File: config.mk
export PLATFORM = sky130hd
export DESIGN_NAME = clkctl_regs
export DESIGN_NICKNAME = d
export VERILOG_FILES = /design/src/rtl/clkctl_pkg.sv /design/src/rtl/clkctl_wdec.sv /design/src/rtl/clkctl_rega.sv /design/src/rtl/clkctl_regb.sv /design/src/rtl/clkctl_regs.sv
export SDC_FILE = /design/constraint.sdc
export NUM_CORES = 1
export LEC_CHECK = 0
export CAP_MARGIN = 20
export CORE_MARGIN = 8
export CORE_UTILIZATION = 35
export DETAILED_ROUTE_END_ITERATION = 12
export PLACE_DENSITY_LB_ADDON = 0.05
export SYNTH_ARGS = -nofsm -noshare
export SYNTH_HDL_FRONTEND = slang
export SYNTH_SLANG_ARGS = --single-unit
File: constraint.sdc
create_clock -name clk -period 1.45 [get_ports clk]
set_input_delay 0.3625 -clock clk [delete_from_list [all_inputs] [get_ports clk]]
set_output_delay 0.3625 -clock clk [all_outputs]
set_load 0.01 [all_outputs]
File: src/rtl/clkctl_pkg.sv
package clkctl_pkg;
   localparam int unsigned BYTE_W = 8;

   typedef struct packed {
      logic       sys_sel;
      logic       div8;
      logic       main_stop;
      logic       sub_en;
      logic       sub_drv;
      logic       wait_stop;
      logic [1:0] cko_sel;
   } rega_t;

   typedef struct packed {
      logic [1:0] div_sel;
      logic       main_drv;
      logic [3:0] rsvd;
      logic       stop_req;
   } regb_t;

   localparam logic [BYTE_W-1:0] REGA_RST  = 8'h48;
   localparam logic [BYTE_W-1:0] REGB_RST  = 8'h20;
   localparam logic [BYTE_W-1:0] REGB_RSVD = 8'h1E;
   localparam int unsigned       REGB_DRV_BIT = 5;
endpackage

File: src/rtl/clkctl_wdec.sv
module clkctl_wdec #(
   parameter int unsigned ADDR_W = 4,
   parameter int unsigned A_ADDR = 6,
   parameter int unsigned B_ADDR = 7
) (
   input  logic [ADDR_W-1:0] addr,
   input  logic              we,
   input  logic              prot,
   output logic              wr_a,
   output logic              wr_b,
   output logic              sel_a,
   output logic              sel_b
);
   localparam logic [ADDR_W-1:0] A_ENC = ADDR_W'(A_ADDR);
   localparam logic [ADDR_W-1:0] B_ENC = ADDR_W'(B_ADDR);

   always_comb begin
      sel_a = (addr == A_ENC);
      sel_b = (addr == B_ENC);
      wr_a  = we && prot && sel_a;
      wr_b  = we && prot && sel_b;
   end
endmodule

File: src/rtl/clkctl_rega.sv
module clkctl_rega
   import clkctl_pkg::*;
(
   input  logic  clk,
   input  logic  rst_n,
   input  logic  wr_en,
   input  rega_t wr_val,
   input  logic  evt_force,
   output rega_t q
);
   rega_t nxt;

   always_comb begin
      nxt = q;
      if (wr_en) begin
         nxt = wr_val;
         if (wr_val.main_stop) nxt.div8 = 1'b1;
         if (!wr_val.sub_en)   nxt.sub_drv = 1'b1;
      end
      if (evt_force) nxt.div8 = 1'b1;
   end

   always_ff @(posedge clk or negedge rst_n) begin
      if (!rst_n) q <= rega_t'(REGA_RST);
      else        q <= nxt;
   end


   sub_drv_force_chk: assert property (@(posedge clk) disable iff (!rst_n)
      (wr_en && !wr_val.sub_en) |=> q.sub_drv);
endmodule

File: src/rtl/clkctl_regb.sv
module clkctl_regb
   import clkctl_pkg::*;
#(
   parameter logic [BYTE_W-1:0] RSVD_MASK = REGB_RSVD,
   parameter logic [BYTE_W-1:0] RST_VAL   = REGB_RST
) (
   input  logic  clk,
   input  logic  rst_n,
   input  logic  wr_en,
   input  regb_t wr_val,
   input  logic  drv_force,
   output regb_t q
);
   logic [BYTE_W-1:0] nxt;
   logic [BYTE_W-1:0] q_bits;

   always_comb begin
      nxt = q_bits;
      if (wr_en)     nxt = wr_val;
      if (drv_force) nxt[REGB_DRV_BIT] = 1'b1;
   end

   for (genvar b = 0; b < BYTE_W; b++) begin : g_bit
      if (RSVD_MASK[b]) begin : g_rsvd
         assign q_bits[b] = 1'b0;
      end else begin : g_flop
         always_ff @(posedge clk or negedge rst_n) begin
            if (!rst_n) q_bits[b] <= RST_VAL[b];
            else        q_bits[b] <= nxt[b];
         end
      end
   end

   assign q = regb_t'(q_bits);
endmodule

File: src/rtl/clkctl_regs.sv
module clkctl_regs
   import clkctl_pkg::*;
#(
   parameter int unsigned ADDR_W = 4,
   parameter int unsigned A_ADDR = 6,
   parameter int unsigned B_ADDR = 7
) (
   input  logic              clk,
   input  logic              rst_n,
   input  logic [ADDR_W-1:0] bus_addr,
   input  logic              bus_we,
   input  logic [7:0]        bus_wdata,
   output logic [7:0]        bus_rdata,
   input  logic              prot_en,
   input  logic              evt_to_stop,
   input  logic              evt_to_lowpwr,
   input  logic              evt_to_lowspeed,
   output logic [1:0]        clkout_sel,
   output logic              wait_periph_stop,
   output logic              sub_drive_hi,
   output logic              sub_osc_en,
   output logic              main_osc_stop,
   output logic              div8_sel,
   output logic              sys_clk_sel,
   output logic              main_drive_hi,
   output logic [1:0]        div_sel,
   output logic              stop_req
);
   if (A_ADDR == B_ADDR) begin : g_bad_overlap
      $error("clkctl_regs: register addresses overlap");
   end
   if (A_ADDR >= (1 << ADDR_W) || B_ADDR >= (1 << ADDR_W)) begin : g_bad_range
      $error("clkctl_regs: address outside bus range");
   end

   logic  wr_a, wr_b, sel_a, sel_b, evt_force, drv_force;
   rega_t ra;
   regb_t rb;

   clkctl_wdec #(.ADDR_W(ADDR_W), .A_ADDR(A_ADDR), .B_ADDR(B_ADDR)) u_wdec (
      .addr(bus_addr), .we(bus_we), .prot(prot_en),
      .wr_a(wr_a), .wr_b(wr_b), .sel_a(sel_a), .sel_b(sel_b)
   );

   assign evt_force = evt_to_stop || evt_to_lowpwr;
   assign drv_force = evt_force || (wr_a && bus_wdata[5]);

   clkctl_rega u_rega (
      .clk(clk), .rst_n(rst_n), .wr_en(wr_a), .wr_val(rega_t'(bus_wdata)),
      .evt_force(evt_force), .q(ra)
   );

   clkctl_regb u_regb (
      .clk(clk), .rst_n(rst_n), .wr_en(wr_b), .wr_val(regb_t'(bus_wdata)),
      .drv_force(drv_force), .q(rb)
   );

   always_comb begin
      bus_rdata = '0;
      if (sel_a)      bus_rdata = ra;
      else if (sel_b) bus_rdata = rb;
   end

   assign clkout_sel       = ra.cko_sel;
   assign wait_periph_stop = ra.wait_stop;
   assign sub_drive_hi     = ra.sub_drv;
   assign sub_osc_en       = ra.sub_en;
   assign main_osc_stop    = ra.main_stop;
   assign div8_sel         = ra.div8;
   assign sys_clk_sel      = ra.sys_sel;
   assign main_drive_hi    = rb.main_drv;
   assign div_sel          = rb.div_sel;
   assign stop_req         = rb.stop_req;


   prot_hold_chk: assert property (@(posedge clk) disable iff (!rst_n)
      (!(prot_en && bus_we) && !evt_to_stop && !evt_to_lowpwr) |=> ($stable(ra) && $stable(rb)));


   main_stop_force_chk: assert property (@(posedge clk) disable iff (!rst_n)
      (prot_en && bus_we && bus_addr == ADDR_W'(A_ADDR) && bus_wdata[5]) |=> (div8_sel && main_drive_hi));


   mode_force_chk: assert property (@(posedge clk) disable iff (!rst_n)
      (evt_to_stop || evt_to_lowpwr) |=> (div8_sel && main_drive_hi));


   lowspeed_keep_chk: assert property (@(posedge clk) disable iff (!rst_n)
      (evt_to_lowspeed && !bus_we && !evt_to_stop && !evt_to_lowpwr) |=> ($stable(ra) && $stable(rb)));


   rsvd_zero_chk: assert property (@(posedge clk) disable iff (!rst_n)
      (bus_addr == ADDR_W'(B_ADDR)) |-> (bus_rdata[4:1] == 4'b0000));
endmodule

==> impl_metrics.toml <==
[sta]
fin_skew_ns = 0
setup_viol = 7
fmax_mhz = 613
min_period_ns = 1.63
slew_headroom_pct = 82.9
fin_tns_setup_ns = -0.567
drv_slew = 0
hold_ws_ns = 0.381
rsz0062_at_grt = "yes"
worst_pin_slew_ns = 0.256
finalCritPeriodShare_pct = 112
worst_slack_ns = -0.181
finalHoldViolations = 0

[worst_setup_path]
rrSetupSlack_ns = 0.55
crit_path_start_kind = "primary input"
arrival_ns = 1.27
r2r-end = "u_regb.q[7]"
path_class = "in2out"
reg2reg_from = "u_regb.q[7]"
cp_data_required_time_ns = 1.09
cp_max_fo = 3
crit_path_end_kind = "output port"
r2r_cells = 2
cp-startpoint = "bus_addr[3]"

[route]
vias = 602
wire_per_inst_um = 17.4
vias_per_cell = 4.85
drc_errors = 0
first_pass_iters = 3
drtIter0Drc = 3
drt-total-wl_um = 2160
drtAntennaViolNets = 0

[synth]
synth_nets = 68
syn_area_um2 = 621
avgSynthCellArea_um2 = 12.7
synth-seq-cells = 12
ys_seq_area_share_pct = 49.0
synth_cell_types = 16
yosys_warnings = 0
postSynthCellCount = 49

[power_and_ir_drop]
clkPwrFrac_pct = 24.9
powerDensity_mw_per_mm2 = 886
pwr-share-comb_pct = 34.4
p_sw_uw = 293
p_seq_share_pct = 40.7
peakVddDrop_mv = 0.732
p_leak_uw = 0.000606
switching_share_pct = 27.2
intPower_uw = 783

[placed_design]
io_buffers = 37
dp_slack_ns = -0.891
dpl.hpwl_um = 1550
place.gp.congestion = 0.777

[grt]
grt_pass1_vias = 708
globalRouteTotalUtil_pct = 13.3
grt_overflow = 0
antenna_found_initial = 0
grt_max_degree = 13
grt_pass1_wl_um = 3420

[clock_network]
clock_latency_ns = 0.27
cts-root-buf = "clkbuf_4"
cts_buffer_depth = 2
ctsHoldBuffers = 0
numCtsBuffers = 3
cts_tree = "yes"
clkSlewWorstSetupHoldPaths_ns = 0.08
clock_sinks = 12
h-tree-depth = 1

[floorplan]
fp-row-count = 15
boundaryPins = 39
core_mm2 = 0.00169
die-area_mm2 = 0.00338
die_y_um = 58.1
die_w_um = 58.1
initial_core_util_pct = 36.7

[final_layout]
drive_gt1_share_pct = 56.1
syn2layout_area_growth_pct = 95.8
nFillCells = 119
diodes = 0
utilization_pct = 71.9
nets = 127

[job]
drv_cap = 0

[status]
outcome = "finished, violations left"
violations = "setup timing"

[min_path]
holdCritPathClass = "in2async"
worst max path at each step:
stage	end	slack, ns
after floorplan	u_rega.q[0]	-0.07
after global placement	bus_rdata[3]	-0.82
after detailed placement	bus_rdata[1]	-0.89
after CTS	bus_rdata[1]	-0.18
after global routing	bus_rdata[1]	-0.23
final	bus_rdata[1]	-0.18
kinds of logic (layout without fill, tap and decap cells):
kind of cell           count (synthesis)  after routing  synth area share [%]
AOI/OAI and AO/OA                      2              2                  2.02
muxes                                 15             15                  26.2
buffers and inverters                  2             60                  3.63
and+or+nand+nor                       18             18                  19.2
DFF                                   12             12                  49.0
critical path, cell delays in order:
cell	delay [ns]
buf_6	0.10
nor4bb_4	0.32
buf_4	0.17
buf_6	0.09
and2_4	0.13
buf_6	0.10
stage by stage:
step	power [uW]	cells	instance area, um2
after floorplan	572	49	647
after CTS	1070	124	1180
after detailed placement	824	113	1110
after global placement	819	113	1110
final	1080	124	1210
after global routing	1130	124	1210
sequential cells by signal (all words and copies together) (netlist names):
signal and count:
u_rega.q 8, u_regb.q 4
synthesized netlist by cell type:
| cell | number | area (um2) |
|---|---|---|
| mux2_2 | 10 | 113 |
| dfrtp_1 | 9 | 225 |
| nor2_1 | 6 | 22.5 |
| mux2i_1 | 5 | 50.1 |
| and2_2 | 4 | 30.0 |
| dfstp_2 | 3 | 78.8 |
| buf_6 | 2 | 22.5 |
| nand3_1 | 2 | 10.0 |
| and3_1 | 1 | 6.26 |
| nand2b_1 | 1 | 6.26 |
| nand3b_1 | 1 | 7.51 |
| nor3_1 | 1 | 5.00 |
| nor4_1 | 1 | 6.26 |
| nor4bb_4 | 1 | 25.0 |
| o211ai_1 | 1 | 7.51 |
| o21ai_0 | 1 | 5.00 |
cells in the final DEF (no fill, tap or decap):
master / n
o21ai_0: 1
nand2b_1: 1
dfrtp_1: 9
clkbuf_2: 1
mux2i_1: 4
buf_12: 1
buf_8: 1
nand3_1: 2
clkdlybuf4s50_1: 11
nor3_1: 1
clkdlybuf4s15_1: 5
buf_4: 16
nor2_4: 1
nor2_2: 2
mux2_4: 6
dlymetal6s2s_1: 3
mux2i_2: 1
nor4bb_4: 1
nand3b_1: 1
clkbuf_4: 3
o211ai_1: 1
buf_2: 6
nor2_1: 3
mux2_2: 4
and3_1: 1
dlygate4sd2_1: 3
nor4_1: 1
dfstp_2: 3
clkbuf_8: 1
buf_6: 9
and2_4: 4
power by group through the flow:
stage	logic (uW)	registers, uW	clock network (uW)
2_1_floorplan	107	465	0
3_3_place_gp	380	439	0
3_5_place_dp	384	440	0
4_1_cts	361	436	275
5_1_grt	392	446	290
6_report	370	437	268
final cells by class:
cell class	instances	area (um2)	area share [%]
Multi-Input combinational cell	35	338	27.8
Timing Repair Buffer	56	515	42.4
Tap cell	17	21.3	1.75
Sequential cell	12	304	25.0
Clock buffer	4	36.3	2.99
routing by layer:
layer	vias up	track usage (%)	share of wire (%)	wire, um
met3	4	6.40	8.3	180
met5	-	0	0	0
met1	287	11.9	36	772
li1	290	-	-	-
met4	0	6.29	1.7	36
met2	21	24.5	54	1170
what timing repair did:
| action | 4_1_cts | 5_1_grt |
|---|---|---|
| pin swaps | 7 | 4 |
| resized for setup | 82 | 15 |
| setup endpoints to repair | 31 | 17 |
| setup buffers | 7 | 1 |
No activity file was read; power rests on OpenSTA's default activity.
